### config.mk
export PLATFORM = sky130hd
export DESIGN_NAME = job_ring_ctrl
export DESIGN_NICKNAME = d
export VERILOG_FILES = /design/src/rtl/job_ring_pkg.sv /design/src/rtl/job_ring_occ.sv /design/src/rtl/job_ring_idx.sv /design/src/rtl/job_ring_seq.sv /design/src/rtl/job_ring_ctrl.sv
export SDC_FILE = /design/constraint.sdc
export NUM_CORES = 1
export LEC_CHECK = 0
export ABC_AREA = 1
export BUFFER_PORTS_ARGS = -buffer_cell sky130_fd_sc_hd__buf_4
export CORE_MARGIN = 2
export CORE_UTILIZATION = 57
export DETAILED_ROUTE_END_ITERATION = 6
export PLACE_DENSITY = 0.85
export SETUP_SLACK_MARGIN = 0.5
export SYNTH_ARGS = -nofsm -noshare
export SYNTH_HDL_FRONTEND = slang
export SYNTH_HIERARCHICAL = 1
export SYNTH_SLANG_ARGS = --single-unit
### constraint.sdc
create_clock -name clk_i -period 3.6 [get_ports clk_i]
set_input_delay 0 -clock clk_i [delete_from_list [all_inputs] [get_ports clk_i]]
set_output_delay 0 -clock clk_i [all_outputs]
set_load 0.01 [all_outputs]
### src/rtl/job_ring_pkg.sv
`timescale 1ns/1ps
package job_ring_pkg;
  typedef enum logic [3:0] {
    REG_CMD    = 4'h0,
    REG_IRQ    = 4'h1,
    REG_STAT   = 4'h2,
    REG_SIZE   = 4'h3,
    REG_IN_LO  = 4'h4,
    REG_IN_HI  = 4'h5,
    REG_OUT_LO = 4'h6,
    REG_OUT_HI = 4'h7,
    REG_AVAIL  = 4'h8,
    REG_ADD    = 4'h9,
    REG_FULL   = 4'hA,
    REG_RMVD   = 4'hB
  } reg_addr_e;

  typedef enum logic [1:0] {SQ_IDLE, SQ_START, SQ_WAIT, SQ_POST} seq_state_e;

  localparam int unsigned STAT_ADD_OVF = 0;
  localparam int unsigned STAT_RMV_UNF = 1;
  localparam int unsigned STAT_JOB_ERR = 2;
  localparam int unsigned IRQ_DONE     = 0;
  localparam int unsigned IRQ_ERR      = 1;
endpackage

### src/rtl/job_ring_occ.sv
`timescale 1ns/1ps
// Occupancy counter: adds inc_i and subtracts dec_i each cycle.
module job_ring_occ #(
  parameter int unsigned CW = 5
) (
  input  logic          clk_i,
  input  logic          rst_ni,
  input  logic [CW-1:0] inc_i,
  input  logic [CW-1:0] dec_i,
  output logic [CW-1:0] cnt_o
);
  always_ff @(posedge clk_i or negedge rst_ni) begin
    if (!rst_ni) cnt_o <= '0;
    else         cnt_o <= cnt_o + inc_i - dec_i;
  end
endmodule

### src/rtl/job_ring_idx.sv
`timescale 1ns/1ps
// Ring index: advances by one per entry and wraps at the power-of-two size.
module job_ring_idx #(
  parameter int unsigned IW = 4
) (
  input  logic          clk_i,
  input  logic          rst_ni,
  input  logic          adv_i,
  output logic [IW-1:0] idx_o
);
  always_ff @(posedge clk_i or negedge rst_ni) begin
    if (!rst_ni)    idx_o <= '0;
    else if (adv_i) idx_o <= idx_o + 1'b1;
  end
endmodule

### src/rtl/job_ring_seq.sv
`timescale 1ns/1ps
module job_ring_seq import job_ring_pkg::*; #(
  parameter int unsigned AW         = 64,
  parameter int unsigned RING_LOG2  = 4,
  parameter int unsigned ENTRY_LOG2 = 4
) (
  input  logic          clk_i,
  input  logic          rst_ni,
  input  logic          enable_i,
  input  logic          job_pend_i,
  input  logic          out_full_i,
  input  logic [AW-1:0] in_base_i,
  input  logic [AW-1:0] out_base_i,
  output logic          job_start_o,
  output logic [AW-1:0] job_addr_o,
  input  logic          job_done_i,
  input  logic          job_err_i,
  output logic          job_err_o,
  output logic          out_wr_o,
  output logic [AW-1:0] out_wr_addr_o,
  output logic [AW-1:0] out_wr_data_o
);
  localparam int unsigned PADW = AW - RING_LOG2 - ENTRY_LOG2;

  seq_state_e           state_q, state_d;
  logic [AW-1:0]        job_addr_q;
  logic [RING_LOG2-1:0] in_idx, out_idx;
  logic                 launch, post;

  function automatic logic [AW-1:0] slot_addr(input logic [AW-1:0] base,
                                               input logic [RING_LOG2-1:0] idx);
    return base + {{PADW{1'b0}}, idx, {ENTRY_LOG2{1'b0}}};
  endfunction

  assign launch = (state_q == SQ_IDLE) && enable_i && job_pend_i;
  assign post   = (state_q == SQ_POST) && !out_full_i;

  job_ring_idx #(.IW(RING_LOG2)) u_in_idx (
    .clk_i(clk_i), .rst_ni(rst_ni), .adv_i(state_q == SQ_START), .idx_o(in_idx)
  );
  job_ring_idx #(.IW(RING_LOG2)) u_out_idx (
    .clk_i(clk_i), .rst_ni(rst_ni), .adv_i(post), .idx_o(out_idx)
  );

  always_comb begin
    state_d = state_q;
    unique case (state_q)
      SQ_IDLE:  if (launch) state_d = SQ_START;
      SQ_START: state_d = SQ_WAIT;
      SQ_WAIT:  if (job_done_i) state_d = SQ_POST;
      SQ_POST:  if (!out_full_i) state_d = SQ_IDLE;
      default:  state_d = SQ_IDLE;
    endcase
  end

  always_ff @(posedge clk_i or negedge rst_ni) begin
    if (!rst_ni) begin
      state_q    <= SQ_IDLE;
      job_addr_q <= '0;
    end else begin
      state_q <= state_d;
      if (launch) job_addr_q <= slot_addr(in_base_i, in_idx);
    end
  end

  assign job_start_o   = (state_q == SQ_START);
  assign job_addr_o    = job_addr_q;
  assign job_err_o     = (state_q == SQ_WAIT) && job_done_i && job_err_i;
  assign out_wr_o      = post;
  assign out_wr_addr_o = slot_addr(out_base_i, out_idx);
  assign out_wr_data_o = job_addr_q;
endmodule

### src/rtl/job_ring_ctrl.sv
`timescale 1ns/1ps
module job_ring_ctrl import job_ring_pkg::*; #(
  parameter int unsigned AW         = 64,
  parameter int unsigned RING_LOG2  = 4,
  parameter int unsigned ENTRY_LOG2 = 4
) (
  input  logic          clk_i,
  input  logic          rst_ni,
  input  logic          reg_we_i,
  input  logic [3:0]    reg_addr_i,
  input  logic [31:0]   reg_wdata_i,
  output logic [31:0]   reg_rdata_o,
  output logic          job_start_o,
  output logic [AW-1:0] job_addr_o,
  input  logic          job_done_i,
  input  logic          job_err_i,
  output logic          out_wr_o,
  output logic [AW-1:0] out_wr_addr_o,
  output logic [AW-1:0] out_wr_data_o,
  output logic          irq_o
);
  localparam int unsigned CW     = RING_LOG2 + 1;
  localparam logic [CW-1:0] SIZE_C = CW'(1 << RING_LOG2);

  logic          enable_q;
  logic [AW-1:0] in_base_q, out_base_q;
  logic [1:0]    irq_q;
  logic [2:0]    stat_q;
  logic [CW-1:0] in_cnt, out_cnt, avail;
  logic          add_wr, add_ok, add_bad, rmv_wr, rmv_ok, rmv_bad;
  logic          irq_clr, job_err_evt, err_evt;

  assign avail   = SIZE_C - in_cnt;
  assign add_wr  = reg_we_i && (reg_addr_i == REG_ADD);
  assign add_ok  = add_wr && (reg_wdata_i <= 32'(avail));
  assign add_bad = add_wr && !add_ok;
  assign rmv_wr  = reg_we_i && (reg_addr_i == REG_RMVD);
  assign rmv_ok  = rmv_wr && (reg_wdata_i <= 32'(out_cnt));
  assign rmv_bad = rmv_wr && !rmv_ok;
  assign irq_clr = reg_we_i && (reg_addr_i == REG_IRQ);
  assign err_evt = add_bad || rmv_bad || job_err_evt;

  job_ring_occ #(.CW(CW)) u_in_occ (
    .clk_i(clk_i), .rst_ni(rst_ni),
    .inc_i(add_ok ? CW'(reg_wdata_i) : '0),
    .dec_i(CW'(out_wr_o)),
    .cnt_o(in_cnt)
  );
  job_ring_occ #(.CW(CW)) u_out_occ (
    .clk_i(clk_i), .rst_ni(rst_ni),
    .inc_i(CW'(out_wr_o)),
    .dec_i(rmv_ok ? CW'(reg_wdata_i) : '0),
    .cnt_o(out_cnt)
  );

  job_ring_seq #(.AW(AW), .RING_LOG2(RING_LOG2), .ENTRY_LOG2(ENTRY_LOG2)) u_seq (
    .clk_i(clk_i), .rst_ni(rst_ni),
    .enable_i(enable_q),
    .job_pend_i(in_cnt != '0),
    .out_full_i(out_cnt == SIZE_C),
    .in_base_i(in_base_q), .out_base_i(out_base_q),
    .job_start_o(job_start_o), .job_addr_o(job_addr_o),
    .job_done_i(job_done_i), .job_err_i(job_err_i), .job_err_o(job_err_evt),
    .out_wr_o(out_wr_o), .out_wr_addr_o(out_wr_addr_o), .out_wr_data_o(out_wr_data_o)
  );

  always_ff @(posedge clk_i or negedge rst_ni) begin
    if (!rst_ni) begin
      enable_q   <= 1'b0;
      in_base_q  <= '0;
      out_base_q <= '0;
      irq_q      <= '0;
      stat_q     <= '0;
    end else begin
      if (reg_we_i) begin
        unique case (reg_addr_i)
          REG_CMD:    enable_q <= reg_wdata_i[0];
          REG_IN_LO:  in_base_q[31:0]     <= reg_wdata_i;
          REG_IN_HI:  in_base_q[AW-1:32]  <= reg_wdata_i[AW-33:0];
          REG_OUT_LO: out_base_q[31:0]    <= reg_wdata_i;
          REG_OUT_HI: out_base_q[AW-1:32] <= reg_wdata_i[AW-33:0];
          default: ;
        endcase
      end
      // New events win over a clear in the same cycle.
      irq_q[IRQ_DONE]      <= (irq_q[IRQ_DONE] && !irq_clr) || out_wr_o;
      irq_q[IRQ_ERR]       <= (irq_q[IRQ_ERR] && !irq_clr) || err_evt;
      stat_q[STAT_ADD_OVF] <= (stat_q[STAT_ADD_OVF] && !irq_clr) || add_bad;
      stat_q[STAT_RMV_UNF] <= (stat_q[STAT_RMV_UNF] && !irq_clr) || rmv_bad;
      stat_q[STAT_JOB_ERR] <= (stat_q[STAT_JOB_ERR] && !irq_clr) || job_err_evt;
    end
  end

  assign irq_o = |irq_q;

  always_comb begin
    reg_rdata_o = '0;
    unique case (reg_addr_i)
      REG_CMD:    reg_rdata_o = {31'b0, enable_q};
      REG_IRQ:    reg_rdata_o = {30'b0, irq_q};
      REG_STAT:   reg_rdata_o = {29'b0, stat_q};
      REG_SIZE:   reg_rdata_o = 32'(SIZE_C);
      REG_IN_LO:  reg_rdata_o = in_base_q[31:0];
      REG_IN_HI:  reg_rdata_o = 32'(in_base_q[AW-1:32]);
      REG_OUT_LO: reg_rdata_o = out_base_q[31:0];
      REG_OUT_HI: reg_rdata_o = 32'(out_base_q[AW-1:32]);
      REG_AVAIL:  reg_rdata_o = 32'(avail);
      REG_FULL:   reg_rdata_o = 32'(out_cnt);
      default:    reg_rdata_o = '0;
    endcase
  end
endmodule

-- Word-level counts from Yosys, hierarchy flattened
Index checks and enable logic that the tools add are counted.
- bits in registers: 218
- latch bits: 0
- RAM bits: 0
- memory bits (read-only): 0
- input bits: 41
- word-level logic and storage cells: 87
- memories kept: 0
- $add $sub $neg: 9
- $mul: 0
- div/mod/pow operators: 0
- $lt $le $gt $ge: 2
- equal/unequal tests: 18
- shift-type cells: 0
- muxes and demuxes: 7
- bitwise logic cells: 0
- reductions and logical operators: 38
- operators with widths (cell ; count):
    32-bit one-hot mux with 10 select lines ; 1
    64-bit by 8-bit adder with 64-bit output ; 2
    32-bit by 5-bit less-or-equal comparator with 1-bit output ; 2
    1-bit logical AND ; 17
    4-bit by 3-bit == test with 1-bit output, second input constant ; 4
    4-bit == test, second input constant ; 4
    5-bit two-way mux ; 2
    2-bit AND reduction ; 5
    4-bit by 1-bit adder with 4-bit output, second input constant ; 2
    4-bit by 2-bit == test with 1-bit output, second input constant ; 2
    2-bit one-hot mux with 4 select lines ; 1
    1-bit logical OR ; 7
    2-bit two-way mux ; 3
    5-bit by 1-bit adder with 5-bit output ; 1
    5-bit adder ; 1
    5-bit == test, second input constant ; 1
    5-bit nonzero test ; 1
    5-bit by 1-bit subtractor with 5-bit output ; 1
    5-bit subtractor ; 1
    5-bit subtractor, first input constant ; 1
    2-bit == test, second input constant ; 2
    4-bit by 1-bit == test with 1-bit output, second input constant ; 1
    1-bit logical NOT ; 4
    4-bit logical NOT ; 1
    other kinds (6) ; 7

-- Logic depth before layout (Yosys ltp)
- depth in word-level cells: 8
- depth in mapped cells: 22
- gate-level depth less buffers: 22

-- Modules after synthesis
Netlist, hierarchy kept.
- modules (own cells, without submodules) (module ; times used ; cells each ; area each (um^2) ; sequential area each (um^2)):
    job_ring_seq ; 1 ; 1190 ; 7143.1 ; 1651.6
    job_ring_ctrl ; 1 ; 795 ; 6387.4 ; 3353.2
    job_ring_occ ; 2 ; 61 ; 462.9 ; 125.1
    job_ring_idx ; 2 ; 19 ; 177.7 ; 100.1

-- Least setup slack after synthesis
Ideal clock, no wire load.
- path kind: register -> register
- from: register u_in_occ.cnt_o[0]
- to: register u_in_occ.cnt_o[4]
- library setup time: 0.116 ns
- arrival: 3.088 ns
- slack: 0.395 ns
- cell stages (with the launch flop): 20
- clock period less this slack: 3.205 ns
- path through: dfrtp_1 -> inv_1 -> ha_1 -> nand2_1 -> nor2_1 -> ha_1 -> ha_1 -> nor3_1 -> nand2_1 -> nand2_1 -> nand3_1 -> nor2_1 -> inv_1 -> fa_1 -> fa_1 -> nand3b_1 -> nand2_1 -> inv_1 -> nand2_1 -> nand2_1
- cells in the longest elaborated chain, start to end: 6
- RTL lines (item ; RTL line ; RTL):
    start: declaration ; job_ring_occ.sv:10 ; output logic [CW-1:0] cnt_o
    start signal: assignment ; job_ring_occ.sv:14 ; else cnt_o <= cnt_o + inc_i - dec_i;
    5-bit subtractor ; job_ring_ctrl.sv:33 ; assign avail = SIZE_C - in_cnt;
    32-bit by 5-bit less-or-equal comparator with 1-bit output ; job_ring_ctrl.sv:35 ; assign add_ok = add_wr && (reg_wdata_i <= 32'(avail));
    1-bit logical AND ; job_ring_ctrl.sv:35 ;
    5-bit two-way mux ; job_ring_ctrl.sv:45 ; .inc_i(add_ok ? CW'(reg_wdata_i) : '0),
    5-bit adder * ; job_ring_occ.sv:14 ;
    5-bit by 1-bit subtractor with 5-bit output * ; job_ring_occ.sv:14 ;
Mark *: on every way between the ends. The rest lies on a longest branch, timed or not.
A chain may end at the register's enable or synchronous reset.

-- Worst setup path in the final report
- from: register u_in_occ.cnt_o[1]
- to: register u_in_occ.cnt_o[4]
Same word-level chain as after synthesis.

==> flow_summary.yaml <==
global_route:
  grt_pass1_vias: 14600
  grt_pass1_wl_mm: 79.8
  grt_overflow_total: 0
  grt_max_degree: 115
  antenna_found_initial: 0
  grt_usage: 0.384
routing:
  drt_iter0_drc: 1632
  vias: 15500
  routed_wl_mm: 53.1
  antenna_left: 0
  drc_errors: 0
  viasPerCell: 5.65
  wl_per_cell_microns: 19.3
  drt_first_pass_iters: 7
die:
  rows: 59
  initial_core_util: 0.575
  chipWidth_microns: 165
  dieHeight_microns: 165
  core-area_sq_um: 25800
  die-area_sq_um: 27300
  pin_count: 268
clock_tree:
  path_clk_slew_ns: 0.06
  cts_tree: "done"
  max-clock-path-buffers: 3
  htreeDepth: 1
  clock_sinks: 218
  insertion_delay_ns: 0.53
  cts_made_buffers: 25
  cts-root-buf: "clkbuf_16"
setup_path:
  r2r_end: "u_in_occ/cnt_o[4]"
  reg2reg_depth: 19
  critPathTopFamily: "adder cells"
  max_stage_delay_ns: 0.52
  startpoint: "u_in_occ/cnt_o[1]"
  start_kind: "flop"
  rrSetupSlack_ns: 0.26
  cp_slowest_cell: "fa_1"
  critical_path_class: "flop to flop"
  cp.arrival_ns: 3.75
  r2r_start: "u_in_occ/cnt_o[1]"
  cp-end-kind: "flop"
  crit_fanout: 5
  path_cells: "inv_2, ha_4, nand2_4, nor2_4, ha_4, ha_4, nor3_2, nand2_1, nand2_2, nand3_4, nor2_1, inv_1, fa_1, fa_2, nand3b_1, nand2_2, inv_2, nand2_1, nand2_1"
  critPathBufInv: 3
  critPathRequiredTime_ns: 4.01
synth:
  syn_inst: 2145
  synth.distinct_cells: 45
  synth_top_area_cell: "dfrtp_1"
  yosysWarningCount: 6
  yosysSeqAreaShare: 0.368
  ys_ff_latch: 218
  async_flop_share: 1.00
  syn_area_per_cell_sq_um: 6.91
  synth-edff-count: 0
  synth_ff_type: "dfrtp_1"
  synth_area_leaders: "dfrtp_1 37%, nand2_1 20%, inv_1 5.6%"
  netlist_area_sq_um: 14800
  synth_top_area_frac: 0.368
timing:
  post-route-period-util: 0.927
  finalCriticalPeriod_ns: 3.34
  whs_ns: 0.0320
  final_max_slew_viol_count: 0
  max_freq_mhz: 300
  rsz0062_at_grt: "yes"
  slew_headroom: 0.274
  clock_skew_ns: 0.0172
  worst_pin_slew_ns: 1.08
  tns_ns: 0
  setup_violations: 0
  hold_violations: 0
  setup_ws_ns: 0.262
layout:
  area_delta_synth_final_pct: 22.2
  layout-drive-gt1-share: 0.172
  final_nets: 2484
  antenna_cells: 0
  design_area_sq_um: 18100
placement:
  place_hpwl_mm: 40.6
  placed_area_sq_um: 16600
  gp_congestion: 0.983
  place_ws_ns: 0.0938
  io_buffers: 267
power_and_ir_drop:
  power_density_nw_per_um2: 621
  p_leak_nw: 8.97
  irDropWorstVdd_mv: 0.509
run:
  cap_violations: 0
worst_hold_path:
  hp-start: "reg_addr_i[2]"
  whs_path_depth: 6
  min_to: "stat_q[0]"
  worstHoldPathType: "input port to flop"
run_status:
  outcome: "complete, no violations"
flip-flops by register name (all words and copies together), names as in the netlist:
register and flops:
u_seq/u_out_idx/idx_o 4, in_base_q 64, irq_q 2, u_out_occ/cnt_o 5
u_in_occ/cnt_o 5, u_seq/job_addr_o 64, u_seq/u_in_idx/idx_o 4, stat_q 3
out_base_q 64, u_seq/state_q 2, enable_q 1
worst reg2reg max path: cells and delay by family (launching register included):
kind / cells / cell delay, ns
simple gates: 11 / 1.14
fa+ha+maj: 5 / 1.47
buf+inv: 3 / 0.22
flops: 1 / 0.41
stage by stage:
stage	std cells	util	power [mW]
floorplan	2156	-	6.49
finish	2748	0.702	11.2
detailed placement	2645	0.643	8.31
global route	2748	0.702	11.9
CTS	2745	0.697	11.0
global placement	2645	0.643	8.12
power breakdown:
group | switching (mW) | internal [mW] | total [mW]
combinational | 2.41 | 2.06 | 4.48
sequential | 1.08 | 3.14 | 4.22
clock | 1.04 | 1.51 | 2.55
how the worst max path moves through the flow:
stage	endpoint	depth (start not counted)
5_1_grt	u_in_occ/cnt_o[4]	23
2_1_floorplan	u_in_occ/cnt_o[3]	18
3_3_place_gp	u_in_occ/cnt_o[4]	19
4_1_cts	u_in_occ/cnt_o[4]	19
6_report	u_in_occ/cnt_o[4]	19
3_5_place_dp	u_in_occ/cnt_o[4]	19
layout make-up:
type / instances / area, sq um
multi-input cells: 1586 / 7910
flip-flops and latches: 218 / 5460
clock buffers: 35 / 703
clock inverters: 9 / 109
well taps: 335 / 419
repair buffers: 331 / 2620
fillers: 2126 / 7670
inverters: 234 / 878
synth_stat cells, types with 2 or more instances:
| library cell | n |
|---|---|
| nand3b_1 | 15 |
| buf_6 | 8 |
| xnor2_1 | 29 |
| clkbuf_1 | 25 |
| buf_2 | 15 |
| nand4_1 | 63 |
| o22ai_1 | 3 |
| nand3_2 | 3 |
| ha_1 | 37 |
| nand2_2 | 12 |
| a21oi_1 | 15 |
| dfrtp_1 | 218 |
| o21ai_1 | 81 |
| and2_1 | 6 |
| inv_1 | 221 |
| buf_4 | 70 |
| inv_2 | 12 |
| o21bai_1 | 8 |
| nor3_1 | 26 |
| fa_1 | 10 |
| nand3_1 | 92 |
| nor2_2 | 14 |
| o211ai_1 | 2 |
| o21ai_0 | 91 |
| nand2_1 | 774 |
| nor2_4 | 3 |
| nor2_1 | 216 |
| nor3_2 | 4 |
| xor2_1 | 54 |
| nand2_4 | 3 |
routing by layer:
metal / part of all wire / global-route usage / vias up / wire length [microns]
met1: 0.38 / 0.492 / 7236 / 20300
li1: - / - / 7196 / -
met4: 0.058 / 0.199 / 0 / 3080
met3: 0.11 / 0.0842 / 193 / 5590
met2: 0.45 / 0.613 / 910 / 24100
met5: 0 / 0 / - / 0
cell usage in the layout (no fill, tap or decap), types with 3 or more instances in the layout:
cell type,n
nor2_2,16
inv_2,17
clkbuf_16,25
nor3_2,5
nor3_1,25
o21bai_1,8
clkinv_2,3
ha_4,5
xor2_1,53
ha_1,32
a21oi_1,13
and2_1,6
conb_1,12
nand2_2,16
nand4_1,63
clkbuf_1,6
nand3_2,3
nand2_4,5
nor2_4,7
xnor2_1,29
nand2_1,768
nand3_1,90
a21oi_2,3
dlygate4sd3_1,43
nor2_1,210
o22ai_1,3
clkbuf_8,5
o21ai_0,91
fa_1,8
buf_4,285
inv_1,216
o21ai_1,81
nand3b_1,15
dfrtp_1,217
cells by family (layout without fill, tap and decap cells):
| family | count (synthesis) | after routing | share of synthesized area |
|---|---|---|---|
| buffers and inverters | 352 | 609 | 0.112 |
| xor gates and xnor gates | 83 | 83 | 0.0491 |
| other | 1 | 12 | 0.000253 |
| adders and majority gates | 47 | 47 | 0.0448 |
| and+or+nand+nor | 1238 | 1238 | 0.352 |
| DFF | 218 | 218 | 0.368 |
| AOI/OAI and AO/OA | 206 | 206 | 0.0734 |
repair_timing:
item                       in CTS  in global routing
pin swaps                      11                 10
gates resized for setup        12                 28
setup endpoints to repair       5                  8
hold endpoints to repair      241                  0
buffers inserted               13                  3
hold buffers                   43                  0
No activity file was read; power rests on OpenSTA's default activity.
